**config.mk**
```make
export PLATFORM = sky130hd
export DESIGN_NAME = trap_unit
export DESIGN_NICKNAME = d
export VERILOG_FILES = /design/src/rtl/trap_pkg.sv /design/src/rtl/trap_decode.sv /design/src/rtl/trap_operand.sv /design/src/rtl/trap_compare.sv /design/src/rtl/trap_unit.sv
export SDC_FILE = /design/constraint.sdc
export NUM_CORES = 1
export LEC_CHECK = 0
export BUFFER_PORTS_ARGS = -buffer_cell sky130_fd_sc_hd__buf_2
export CORE_MARGIN = 2
export CORE_UTILIZATION = 43
export DETAILED_ROUTE_END_ITERATION = 8
export GPL_ROUTABILITY_DRIVEN = 0
export PLACE_DENSITY = 0.79
export SYNTH_ARGS = -nofsm -noshare
export SYNTH_HDL_FRONTEND = slang
export SYNTH_SLANG_ARGS = --single-unit
```
**constraint.sdc**
```tcl
create_clock -name clk -period 4 [get_ports clk]
set_clock_uncertainty 0.1 [all_clocks]
set_input_delay 1.2 -clock clk [delete_from_list [all_inputs] [get_ports clk]]
set_output_delay 1.2 -clock clk [all_outputs]
set_load 0.005 [all_outputs]
```
**src/rtl/trap_pkg.sv**
```systemverilog
package trap_pkg;

  localparam int unsigned INSN_W = 32;
  localparam int unsigned COND_W = 5;
  localparam int unsigned IMM_W  = 16;

  localparam logic [5:0] OPC_EXT  = 6'd31;
  localparam logic [5:0] OPC_DIMM = 6'd2;
  localparam logic [5:0] OPC_WIMM = 6'd3;
  localparam logic [9:0] XO_DREG  = 10'd68;
  localparam logic [9:0] XO_WREG  = 10'd4;

  // Bit positions inside the condition field (weight 16 .. 1)
  localparam int unsigned CB_SLT = 4;
  localparam int unsigned CB_SGT = 3;
  localparam int unsigned CB_EQ  = 2;
  localparam int unsigned CB_ULT = 1;
  localparam int unsigned CB_UGT = 0;

  typedef enum logic [1:0] {
    FORM_DREG = 2'd0,
    FORM_WREG = 2'd1,
    FORM_DIMM = 2'd2,
    FORM_WIMM = 2'd3
  } trap_form_e;

  typedef struct packed {
    logic              hit;
    trap_form_e        form;
    logic [COND_W-1:0] cond;
    logic [IMM_W-1:0]  imm;
  } trap_dec_t;

endpackage

```
**src/rtl/trap_decode.sv**
```systemverilog
module trap_decode
  import trap_pkg::*;
(
  input  logic [INSN_W-1:0] insn,
  output trap_dec_t         dec
);

  logic [5:0] opc;
  logic [9:0] xo;
  logic       unused_fields;

  assign opc = insn[31:26];
  assign xo  = insn[10:1];
  // Register selectors and the record bit are not needed for the verdict
  assign unused_fields = ^{insn[20:16], insn[0]};

  always_comb begin
    dec.hit  = 1'b0;
    dec.form = FORM_DREG;
    dec.cond = insn[25:21];
    dec.imm  = insn[15:0];
    if (opc == OPC_EXT && xo == XO_DREG) begin
      dec.hit  = 1'b1;
      dec.form = FORM_DREG;
    end else if (opc == OPC_EXT && xo == XO_WREG) begin
      dec.hit  = 1'b1;
      dec.form = FORM_WREG;
    end else if (opc == OPC_DIMM) begin
      dec.hit  = 1'b1;
      dec.form = FORM_DIMM;
    end else if (opc == OPC_WIMM) begin
      dec.hit  = 1'b1;
      dec.form = FORM_WIMM;
    end
  end

endmodule

```
**src/rtl/trap_operand.sv**
```systemverilog
module trap_operand #(
  parameter int unsigned XLEN  = 64,
  parameter int unsigned IMMW  = 16
) (
  input  logic            is_word,
  input  logic            use_imm,
  input  logic [XLEN-1:0] a_i,
  input  logic [XLEN-1:0] b_i,
  input  logic [IMMW-1:0] imm_i,
  output logic [XLEN-1:0] a_sx,
  output logic [XLEN-1:0] a_zx,
  output logic [XLEN-1:0] b_sx,
  output logic [XLEN-1:0] b_zx
);

  localparam int unsigned HALF = XLEN / 2;
  localparam int unsigned PADW = XLEN - IMMW;

  logic [XLEN-1:0] b_sel;

  assign b_sel = use_imm ? {{PADW{imm_i[IMMW-1]}}, imm_i} : b_i;

  always_comb begin
    if (is_word) begin
      a_sx = {{HALF{a_i[HALF-1]}},   a_i[HALF-1:0]};
      a_zx = {{HALF{1'b0}},          a_i[HALF-1:0]};
      b_sx = {{HALF{b_sel[HALF-1]}}, b_sel[HALF-1:0]};
      b_zx = {{HALF{1'b0}},          b_sel[HALF-1:0]};
    end else begin
      a_sx = a_i;
      a_zx = a_i;
      b_sx = b_sel;
      b_zx = b_sel;
    end
  end

endmodule

```
**src/rtl/trap_compare.sv**
```systemverilog
module trap_compare
  import trap_pkg::*;
#(
  parameter int unsigned XLEN = 64
) (
  input  logic [XLEN-1:0]   a_sx,
  input  logic [XLEN-1:0]   a_zx,
  input  logic [XLEN-1:0]   b_sx,
  input  logic [XLEN-1:0]   b_zx,
  input  logic [COND_W-1:0] cond,
  output logic              fire
);

  logic [COND_W-1:0] rel;
  logic [COND_W-1:0] sel;

  always_comb begin
    rel         = '0;
    rel[CB_SLT] = $signed(a_sx) < $signed(b_sx);
    rel[CB_SGT] = $signed(a_sx) > $signed(b_sx);
    rel[CB_EQ]  = a_zx == b_zx;
    rel[CB_ULT] = a_zx < b_zx;
    rel[CB_UGT] = a_zx > b_zx;
  end

  for (genvar gi = 0; gi < COND_W; gi++) begin : g_sel
    assign sel[gi] = cond[gi] & rel[gi];
  end

  assign fire = |sel;

  // Signed and unsigned orderings come from separate comparators
  always_comb begin
    p_order_excl_r2: assert (!(rel[CB_SLT] && rel[CB_SGT]) && !(rel[CB_ULT] && rel[CB_UGT]));
    p_eq_excl_r2:    assert (!(rel[CB_EQ] && (rel[CB_SLT] || rel[CB_SGT] || rel[CB_ULT] || rel[CB_UGT])));
  end

endmodule

```
**src/rtl/trap_unit.sv**
```systemverilog
module trap_unit
  import trap_pkg::*;
#(
  parameter int unsigned     XLEN    = 64,
  parameter int unsigned     PC_STEP = 4,
  parameter logic [XLEN-1:0] VECTOR  = 'h700
) (
  input  logic              clk,
  input  logic              rst_n,
  input  logic              in_valid,
  input  logic [INSN_W-1:0] insn,
  input  logic [XLEN-1:0]   opa,
  input  logic [XLEN-1:0]   opb,
  input  logic [XLEN-1:0]   cia,
  output logic              res_valid,
  output logic              trap_req,
  output logic              trap_status,
  output logic [XLEN-1:0]   trap_vector,
  output logic [XLEN-1:0]   next_pc
);

  localparam logic [XLEN-1:0] STEP = XLEN'(PC_STEP);

  // Reset: asserted asynchronously, released on a clock edge
  logic [1:0] rst_pipe;
  logic       rst_sync_n;

  always_ff @(posedge clk or negedge rst_n) begin
    if (!rst_n) rst_pipe <= '0;
    else        rst_pipe <= {rst_pipe[0], 1'b1};
  end
  assign rst_sync_n = rst_pipe[1];

  // Decode and evaluate
  trap_dec_t       dec;
  logic            is_word;
  logic            use_imm;
  logic [XLEN-1:0] a_sx, a_zx, b_sx, b_zx;
  logic            fire;

  trap_decode u_decode (
    .insn (insn),
    .dec  (dec)
  );

  assign is_word = (dec.form == FORM_WREG) || (dec.form == FORM_WIMM);
  assign use_imm = (dec.form == FORM_DIMM) || (dec.form == FORM_WIMM);

  trap_operand #(.XLEN(XLEN), .IMMW(IMM_W)) u_operand (
    .is_word (is_word),
    .use_imm (use_imm),
    .a_i     (opa),
    .b_i     (opb),
    .imm_i   (dec.imm),
    .a_sx    (a_sx),
    .a_zx    (a_zx),
    .b_sx    (b_sx),
    .b_zx    (b_zx)
  );

  trap_compare #(.XLEN(XLEN)) u_compare (
    .a_sx (a_sx),
    .a_zx (a_zx),
    .b_sx (b_sx),
    .b_zx (b_zx),
    .cond (dec.cond),
    .fire (fire)
  );

  // Next-state
  logic            valid_d, req_d, stat_d, stat_en, pc_en;
  logic [XLEN-1:0] pc_d;
  logic            valid_q, req_q, stat_q;
  logic [XLEN-1:0] pc_q;

  always_comb begin
    valid_d = in_valid;
    req_d   = in_valid & dec.hit & fire;
    stat_en = in_valid & dec.hit;
    stat_d  = fire;
    pc_en   = in_valid;
    pc_d    = (dec.hit & fire) ? cia : cia + STEP;
  end

  // Registers
  always_ff @(posedge clk or negedge rst_sync_n) begin
    if (!rst_sync_n) begin
      valid_q <= 1'b0;
      req_q   <= 1'b0;
    end else begin
      valid_q <= valid_d;
      req_q   <= req_d;
    end
  end

  always_ff @(posedge clk or negedge rst_sync_n) begin
    if (!rst_sync_n)  stat_q <= 1'b0;
    else if (stat_en) stat_q <= stat_d;
  end

  always_ff @(posedge clk or negedge rst_sync_n) begin
    if (!rst_sync_n) pc_q <= '0;
    else if (pc_en)  pc_q <= pc_d;
  end

  assign res_valid   = valid_q;
  assign trap_req    = req_q;
  assign trap_status = stat_q;
  assign next_pc     = pc_q;
  assign trap_vector = req_q ? VECTOR : '0;

  // Checks
  p_mask_zero_r3: assert property (@(posedge clk) disable iff (!rst_sync_n)
    (in_valid && dec.hit && dec.cond == '0) |=> !trap_req);

  p_mask_all_r3: assert property (@(posedge clk) disable iff (!rst_sync_n)
    (in_valid && dec.hit && dec.cond == '1) |=> trap_req);

  p_latency_r7: assert property (@(posedge clk) disable iff (!rst_sync_n)
    in_valid |=> res_valid);

  p_idle_r7: assert property (@(posedge clk) disable iff (!rst_sync_n)
    !in_valid |=> (!res_valid && !trap_req));

  p_fault_pc_r8: assert property (@(posedge clk) disable iff (!rst_sync_n)
    trap_req |-> (next_pc == $past(cia)));

  p_seq_pc_r9: assert property (@(posedge clk) disable iff (!rst_sync_n)
    (res_valid && !trap_req) |-> (next_pc == $past(cia) + STEP));

  p_status_r10: assert property (@(posedge clk) disable iff (!rst_sync_n)
    trap_req |-> trap_status);

  p_nontrap_r11: assert property (@(posedge clk) disable iff (!rst_sync_n)
    (in_valid && !dec.hit) |=> (!trap_req && $stable(trap_status)));

endmodule

```
# Word level (Yosys, flattened, before mapping)
# Cells that the tools add are included.
[classes]
addsub = 1
n_lt_le_gt_ge = 4
eq_ne = 9
muxes = 11
n_bitwise = 8
reduce_logical = 5
[ops]
columns = ["op", "n"]
rows = [
  ["two-way mux 64 bit", 6],
  ["greater-than comparator 64 bit", 2],
  ["less-than comparator 64 bit", 2],
  ["adder 64 x 3 -> 64 bit, second input constant", 1],
  ["equality test 64 bit", 1],
  ["equality test 6 x 2 -> 1 bit, second input constant", 2],
  ["two-way mux 3 bit", 4],
  ["two-way mux 11 bit", 1],
  ["equality test 10 x 3 -> 1 bit, second input constant", 1],
  ["equality test 10 x 7 -> 1 bit, second input constant", 1],
  ["bitwise AND 1 bit", 8],
  ["equality test 6 x 5 -> 1 bit, second input constant", 1],
  ["OR reduction 5 bit", 1],
  ["equality test 2 bit, second input constant", 2],
  ["equality test 2 x 1 -> 1 bit, second input constant", 1],
  ["logical AND 1 bit", 2],
  ["logical OR 1 bit", 2],
]
[totals]
ff_bits = 69
in_bits = 227
out_inout_bits = 131
elab_cells = 43

# Longest topological paths before layout
# Gate-level depths: netlist of the first run.
[logic_depth]
depth_word = 14
ltp_mapped = 23
depth_no_buf = 19

# Modules after synthesis
# From an unflattened synthesis of the first run, not the netlist that was laid out.
[hier_totals]
hier_cells = 1416
hier_area_um2 = 10646.5
[by_module_without_submodules]
columns = ["mod", "instances", "cells_each", "area_per_inst_um2", "seq_area_each_um2"]
rows = [
  ["trap_unit", 1, 542, 4491.8, 1726.7],
  ["trap_compare", 1, 468, 3331.9, 0.0],
  ["trap_operand", 1, 376, 2556.2, 0.0],
  ["trap_decode", 1, 30, 266.5, 0.0],
]

# Worst setup path after synthesis of the first run
# Ideal clock, no wire load.
[synth_timing]
kind = "input port to flip-flop"
startpoint = "in insn[28]"
endpoint = "reg pc_q[44] (netlist: next_pc[44])"
setup_time_ns = 0.082
t_arrival_ns = 5.836
required_ns = 3.818
path_slack_ns = -2.018
path_stages = 20
n_path_buf = 4
cell_sequence = "or4b_4 -> or2_0 -> clkbuf_1 -> buf_1 -> o21a_1 -> clkbuf_1 -> o21ai_0 -> o21a_1 -> ha_1 -> a21o_1 -> a21o_1 -> a221oi_1 -> o22ai_1 -> nor3b_1 -> a21oi_1 -> a31oi_4 -> a41oi_2 -> clkbuf_1 -> or4_1 -> a31oi_1"
[synth_between]
elab_chain_len = 14
word_cells_on_any_way = 32
cone_classes = "4 x order compare; 7 x eq/ne; 10 x mux; 6 x bitwise; 5 x reduce/logical"
[synth_lines]
columns = ["item", "line_no", "text"]
rows = [
  ["start: declaration", "trap_unit.sv:11", "input logic [INSN_W-1:0] insn,"],
  ["equality test 6 x 2 -> 1 bit", "trap_decode.sv:31", "end else if (opc == OPC_WIMM) begin"],
  ["two-way mux 3 bit", "trap_decode.sv:31", ""],
  ["two-way mux 3 bit", "trap_decode.sv:28", "end else if (opc == OPC_DIMM) begin"],
  ["two-way mux 3 bit", "trap_decode.sv:25", "end else if (opc == OPC_EXT && xo == XO_WREG) begin"],
  ["two-way mux 3 bit *", "trap_decode.sv:22", "if (opc == OPC_EXT && xo == XO_DREG) begin"],
  ["equality test 2 bit (on tied branches)", "trap_unit.sv:47, trap_unit.sv:46", ""],
  ["logical OR 1 bit", "trap_unit.sv:47", "assign use_imm = (dec.form == FORM_DIMM) || (dec.form == FORM_WIMM);"],
  ["two-way mux 64 bit", "trap_operand.sv:21", "assign b_sel = use_imm ? {{PADW{imm_i[IMMW-1]}}, imm_i} : b_i;"],
  ["two-way mux 64 bit", "trap_operand.sv:24", "if (is_word) begin"],
  ["greater-than comparator 64 bit (tied with other cells)", "trap_compare.sv:23", "rel[CB_UGT] = a_zx > b_zx;"],
  ["bitwise AND 1 bit", "trap_compare.sv:27", "assign sel[gi] = cond[gi] & rel[gi];"],
  ["OR reduction 5 bit", "trap_compare.sv:30", "assign fire = |sel;"],
  ["bitwise AND 1 bit *", "trap_unit.sv:82", "pc_d = (dec.hit & fire) ? cia : cia + STEP;"],
  ["two-way mux 64 bit *", "trap_unit.sv:82", ""],
  ["end signal: assignment", "trap_unit.sv:103", "else if (pc_en) pc_q <= pc_d;"],
  ["end: declaration", "trap_unit.sv:74", "logic [XLEN-1:0] pc_q;"],
]
# Every way passes the cells marked *; elsewhere a longest branch is shown, timed or not.
# A chain may end at the register's enable or synchronous reset.

# Worst setup path after layout of the first run
[layout_timing]
startpoint = "in insn[31]"
endpoint = "reg pc_q[52] (netlist: next_pc[52])"
# Same word-level chain as after synthesis.

==> results of run 1 <==
==> flip-flops by register name, indices dropped and copies added (netlist names) <==
register / flops
next_pc: 64
res_valid: 1
rst_pipe: 2
trap_req: 1
trap_status: 1
==> layer usage <==
layer	up-vias	part of all wire (%)	GRT usage, %
met1	4326	40	30.8
li1	4487	-	-
met5	-	0	0
met3	58	7.0	3.87
met2	414	50	45.5
met4	0	2.9	8.05
==> layout by cell type (no fill, tap or decap), drive strengths merged, types with 7 or more instances in the layout <==
master  count
nand2b     17
nand4      20
a31oi      49
o21a       34
nor3       14
o31ai      20
nand2     102
conb       62
and3       19
clkbuf     14
and2       24
o21ai      76
dfrtp      69
nand3      47
nor2       71
buf       409
mux2i      25
and4        8
a21oi      57
or3        26
a211o       7
ha         96
inv        43
a21o       13
or4        22
==> power groups by stage <==
stage	Clock [mW]	Sequential [mW]	Combinational (mW)
6_report	0.815	0.811	0.901
5_1_grt	0.857	0.820	1.00
4_1_cts	0.826	0.811	0.860
3_5_place_dp	0	0.823	0.836
3_3_place_gp	0	0.820	0.816
2_1_floorplan	0	0.824	0.470
==> worst max-delay path: stages <==
cell	delay, ps
buf_6	90
or4b_4	590
or2_4	310
o21a_4	260
buf_12	150
o21ai_0	130
ha_1	310
buf_4	140
a21oi_1	160
a21boi_0	180
o41a_1	420
or3_4	390
o2bb2ai_4	210
a41oi_4	190
clkbuf_16	210
or4_1	510
a31oi_1	170
==> kinds of logic after synthesis <==
kind of cell / count (synthesis)
muxes: 29
AOI/OAI and AO/OA: 289
DFF: 69
buffers and inverters: 164
xor gates and xnor gates: 1
other: 2
and+or+nand+nor: 399
adders and majority gates: 97
==> cell type report <==
class / instances / share of cell area, %
clock inverters: 5 / 0.537
repair buffers: 412 / 23.7
clock buffers: 11 / 2.17
well taps: 234 / 2.62
multi-input cells: 877 / 54.1
diodes: 1 / 0.0224
inverters: 42 / 1.41
flip-flops and latches: 69 / 15.4
==> worst paths after layout <==
check / from / to / slack (ps) / cells past startpoint
max reg2reg: rst_pipe[1]$_DFF_PN0_ / next_pc[23]$_DFFE_PN0P_ / 2580 / 1
max in group asynchronous: rst_pipe[1]$_DFF_PN0_ / next_pc[23]$_DFFE_PN0P_ / 2580 / 1
max: insn[31] / next_pc[52]$_DFFE_PN0P_ / -1490 / 17
min: rst_pipe[0]$_DFF_PN0_ / rst_pipe[1]$_DFF_PN0_ / 260 / 0
min in group asynchronous: rst_pipe[1]$_DFF_PN0_ / next_pc[24]$_DFFE_PN0P_ / 310 / 0
min reg2reg: rst_pipe[0]$_DFF_PN0_ / rst_pipe[1]$_DFF_PN0_ / 260 / 0
==> through the flow <==
stage | total power [mW] | area (um2)
after floorplan | 1.29 | 8430
final | 2.53 | 11200
after global routing | 2.68 | 11200
after global placement | 1.64 | 10400
after CTS | 2.50 | 10900
after detailed placement | 1.66 | 10400
==> repair_timing <==
| action | CTS | global route |
|---|---|---|
| buffers inserted | 6 | 7 |
| pin swaps | 15 | 10 |
| endpoints found under the setup margin | 64 | 64 |
| cloned | 1 | 4 |
| resized for setup | 21 | 50 |
==> flow_metrics.env, run 1 <==
export IMPL_run_status="complete, but fails checks"
export IMPL_violations="negative setup slack"
export IMPL_fmax_mhz=182
export IMPL_area_growth_pct=38.3
export IMPL_cp_start_kind="input port"
export IMPL_p_per_area_nw_per_um2=226
export IMPL_ys_types=66
export IMPL_pwr_share_seq_pct=32.1
export IMPL_ys_top_cells_by_area="dfrtp_1 (21%), ha_1 (15%), buf_4 (6.0%)"
export IMPL_synth_top_family_by_area="simple AND/OR/NAND/NOR gates"
export IMPL_path_max_fanout=16
export IMPL_routed_wirelength_um=27100
export IMPL_die_area_um2=19900
export IMPL_combPwrFrac_pct=35.7
export IMPL_internal_power_mw=1.70
export IMPL_async_reset_ff_share_pct=100
export IMPL_synth_simple_gate_area_share_pct=25.8
export IMPL_synth_xor_area_share_pct=0.108
export IMPL_hold_buffers=0
export IMPL_antenna_found_initial=1
export IMPL_crit_type="in2reg"
export IMPL_drv_slew=0
export IMPL_grt_setup_unrepaired="yes"
export IMPL_cts_buffers=9
export IMPL_syn_inst=1050
export IMPL_die_x_um=141
export IMPL_grt_total_usage_pct=25.3
export IMPL_min_path_type="reg2reg"
export IMPL_fp_row_count=50
export IMPL_clk_pin_slew_ps=60
export IMPL_hold_viol=0
export IMPL_syn_avg_cell_area_um2=7.71
export IMPL_worstPathArrival_ps=5650
export IMPL_multiInputGateArea_um2=6060
export IMPL_sw_frac_of_total_pct=32.6
export IMPL_htree_num_levels=3
export IMPL_clk_latency_ps=340
export IMPL_ant_nets=0
export IMPL_core_area_um2=18600
export IMPL_wire_per_inst_um=16.4
export IMPL_slew_limit_headroom_pct=38.4
export IMPL_cp_end_kind="register"
export IMPL_final_util_pct=60.2
export IMPL_power_switching_mw=0.824
export IMPL_register_area_um2=1730
export IMPL_clock_path_buffers=2
export IMPL_drtIter0Drc=469
export IMPL_setup_violations_final=64
export IMPL_synth_most_common_cell="nand2_1"
export IMPL_grt_pass1_wl_um=41300
export IMPL_grt_pass1_vias=8640
export IMPL_worst_slack_ps=-1490
export IMPL_drcViolationCount=0
export IMPL_clock_sinks=69
export IMPL_start_util_pct=43.5
export IMPL_pre_cts_slack_ps=-2170
export IMPL_clockPowerShare_pct=32.3
export IMPL_fillers=1644
export IMPL_fin_tns_setup_ps=-87480
export IMPL_vias_per_cell=5.62
export IMPL_fp_dieH_um=141
export IMPL_yosysTopAreaCell="dfrtp_1"
export IMPL_clock_root_buffer="clkbuf_16"
export IMPL_irDropWorstVdd_mv=0.172
export IMPL_netlist_area_um2=8090
export IMPL_stdcell_count=1651
export IMPL_synth_edf_count=0
export IMPL_synth_seq_cells=69
export IMPL_num_vias=9285
export IMPL_cts_tree="done"
export IMPL_yosysWarnings=0
export IMPL_drive_gt1_share_pct=35.2
export IMPL_synth_top_area_share_pct=21.3
export IMPL_dp_hpwl_um=21100
export IMPL_synth_commonest_cells="nand2_1 (102), ha_1 (96), o21ai_0 (72), nor2_1 (71), dfrtp_1 (69)"
export IMPL_worst_slew_pin_slew_ps=924
export IMPL_synth_compound_area_share_pct=23.3
export IMPL_muxShareOfSynthArea_pct=3.65
export IMPL_dp_cells=1616
export IMPL_grt_overflow_total=0
export IMPL_period_share_pct=137
export IMPL_synth_ff_type="dfrtp_1"
export IMPL_synthAdderAreaFrac_pct=15.0
export IMPL_p_leak_nw=5.56
export IMPL_holdWs_ps=258
export IMPL_first_pass_iters=5
export IMPL_min_period_ps=5490
export IMPL_cap_violations=0
export IMPL_crit_required_ps=4160
export IMPL_io_pins=358
export IMPL_synth_seq_area_share_pct=21.3
export IMPL_grt_max_degree=69
export IMPL_layout_nets=1734
export IMPL_place_port_buffers=291
Power figures use the tool's default switching activity.
==> run 2: changes to the inputs <==
--- a/config.mk
+++ b/config.mk
@@ -7,5 +7,5 @@
 export LEC_CHECK = 0
 export BUFFER_PORTS_ARGS = -buffer_cell sky130_fd_sc_hd__buf_2
-export CORE_MARGIN = 2
+export CORE_MARGIN = 8
 export CORE_UTILIZATION = 43
 export DETAILED_ROUTE_END_ITERATION = 8
==> constraint.sdc (replaced) <==
create_clock -name clk -period 4 [get_ports clk]
set_clock_uncertainty 0.1 [all_clocks]
set_input_delay 1.2 -clock clk [delete_from_list [all_inputs] [get_ports clk]]
set_output_delay 1.2 -clock clk [all_outputs]
set_load 0.1 [all_outputs]
==> flow_metrics.env, run 2 (synthesized netlist as in run 1, its figures left out) <==
export IMPL_worstHoldStart="rst_pipe[0]$_DFF_PN0_"
export IMPL_cts_buffers=9
export IMPL_slew_limit_headroom_pct=39.3
export IMPL_combPwrFrac_pct=50.0
export IMPL_fmax_mhz=181
export IMPL_cp_num_cells=20
export IMPL_fillers=1532
export IMPL_pwr_share_seq_pct=24.2
export IMPL_die_x_um=153
export IMPL_holdWs_ps=254
export IMPL_period_share_pct=138
export IMPL_path_max_fanout=8
export IMPL_clk_latency_ps=340
export IMPL_drive_gt1_share_pct=37.4
export IMPL_path_delay_family="simple AND/OR/NAND/NOR gates"
export IMPL_hold_buffers=0
export IMPL_run_status="complete, but fails checks"
export IMPL_layout_nets=1758
export IMPL_io_pins=358
export IMPL_r2r_slack_ps=2530
export IMPL_area_growth_pct=43.3
export IMPL_p_per_area_nw_per_um2=288
export IMPL_sw_frac_of_total_pct=46.9
export IMPL_place_port_buffers=291
export IMPL_routed_wirelength_um=31000
export IMPL_final_area_um2=11600
export IMPL_grt_max_degree=95
export IMPL_grt_total_usage_pct=23.3
export IMPL_crit_chain="buf_6 -> or4b_4 -> nor3b_4 -> a21oi_4 -> clkbuf_16 -> buf_6 -> o21a_1 -> ha_1 -> or4_4 -> a221oi_2 -> o21ai_1 -> o211ai_1 -> nor3b_4 -> a311o_1 -> and2_4 -> a32oi_4 -> buf_12 -> buf_12 -> or4_4 -> a31oi_1"
export IMPL_cts_tree="done"
export IMPL_grt_setup_unrepaired="yes"
export IMPL_fin_tns_setup_ps=-88280
export IMPL_grt_pass1_wl_um=46000
export IMPL_drv_slew=0
export IMPL_clock_root_buffer="clkbuf_16"
export IMPL_crit_type="in2reg"
export IMPL_irDropWorstVdd_mv=0.202
export IMPL_grt_pass1_vias=9282
export IMPL_grt_overflow_total=0
export IMPL_crit_required_ps=4150
export IMPL_violations="negative setup slack"
export IMPL_internal_power_mw=1.77
export IMPL_multiInputGateArea_um2=6180
export IMPL_antenna_found_initial=2
export IMPL_drcViolationCount=0
export IMPL_slowest_delay_ps=590
export IMPL_die_area_um2=23500
export IMPL_vias_per_cell=5.68
export IMPL_clockPowerShare_pct=25.7
export IMPL_slowest_stage="or4b_4"
export IMPL_min_to="rst_pipe[1]$_DFF_PN0_"
export IMPL_holdPathStages=0
export IMPL_cp_num_buf_inv=5
export IMPL_fp_row_count=50
export IMPL_ant_nets=0
export IMPL_worstPathArrival_ps=5660
export IMPL_clock_sinks=69
export IMPL_first_pass_iters=5
export IMPL_start_util_pct=43.5
export IMPL_reg2reg_depth=1
export IMPL_final_cell_mix="buf_2 (288), buf_4 (107), nand2_1 (102)"
export IMPL_num_vias=9514
export IMPL_drtIter0Drc=549
export IMPL_htree_num_levels=3
export IMPL_cp_end_kind="register"
export IMPL_clock_path_buffers=2
export IMPL_core_area_um2=18600
export IMPL_placed_cell_area_um2=10300
export IMPL_setup_violations_final=64
export IMPL_register_area_um2=1730
export IMPL_worst_slew_pin_slew_ps=910
export IMPL_r2r_start="rst_pipe[1]$_DFF_PN0_"
export IMPL_cap_violations=0
export IMPL_hold_viol=0
export IMPL_power_switching_mw=1.57
export IMPL_clk_pin_slew_ps=60
export IMPL_wire_per_inst_um=18.5
export IMPL_largest_reg_flops=64
export IMPL_worst_slack_ps=-1510
export IMPL_cp_start_kind="input port"
export IMPL_min_path_type="reg2reg"
export IMPL_r2r_end="next_pc[22]$_DFFE_PN0P_"
export IMPL_dp_hpwl_um=23400
export IMPL_p_leak_nw=5.74
export IMPL_min_period_ps=5510
export IMPL_fp_dieH_um=153
export IMPL_final_common_cell="buf_2"
[run 2: metrics by stage]
step / instances / utilization (%) / worst slack (ps) / power [mW]
2_1_floorplan: 1110 / - / -1540 / 2.00
3_3_place_gp: 1617 / 55.7 / -1940 / 2.35
3_5_place_dp: 1617 / 55.7 / -1990 / 2.37
4_1_cts: 1643 / 58.5 / -1410 / 3.27
5_1_grt: 1676 / 62.4 / -1620 / 3.49
6_report: 1676 / 62.4 / -1510 / 3.35
[run 2: worst max-delay path by stage]
stage | start | endpoint | slack (ps)
6_report | insn[28] | next_pc[31]$_DFFE_PN0P_ | -1510
3_3_place_gp | insn[31] | next_pc[34]$_DFFE_PN0P_ | -1940
5_1_grt | insn[28] | next_pc[31]$_DFFE_PN0P_ | -1620
2_1_floorplan | insn[31] | next_pc[44]$_DFFE_PN0P_ | -1540
4_1_cts | insn[31] | next_pc[31]$_DFFE_PN0P_ | -1410
3_5_place_dp | insn[31] | next_pc[34]$_DFFE_PN0P_ | -1990
[run 2: final cells by class]
| type | instances | share of cell area, % |
|---|---|---|
| Tap cell | 234 | 2.52 |
| Multi-Input combinational cell | 878 | 53.3 |
| Antenna cell | 2 | 0.0432 |
| Inverter | 42 | 1.36 |
| Clock buffer | 10 | 1.97 |
| Timing Repair Buffer | 435 | 25.2 |
| Sequential cell | 69 | 14.9 |
| Clock inverter | 6 | 0.766 |
[run 2: repair_timing]
action | 4_1_cts | 5_1_grt
buffers inserted | 10 | 23
cloned | 0 | 10
endpoints found under the setup margin | 64 | 64
pin swaps | 9 | 94
resized for setup | 38 | 92
[run 2: power groups by stage]
stage / sequential [mW] / combinational (mW) / clock, mW
after floorplan: 1.29 / 0.711 / 0
after global placement: 0.821 / 1.52 / 0
after detailed placement: 0.822 / 1.55 / 0
after CTS: 0.810 / 1.58 / 0.873
after global routing: 0.819 / 1.77 / 0.899
final: 0.811 / 1.67 / 0.860
[run 2: metal layers]
| layer | vias to the layer above | GRT usage (%) | wire (um) |
|---|---|---|---|
| met5 | - | 0 | 0 |
| met4 | 0 | 8.15 | 1110 |
| met3 | 85 | 5.07 | 2380 |
| met2 | 444 | 40.5 | 15400 |
| met1 | 4439 | 27.8 | 12100 |
| li1 | 4546 | - | - |
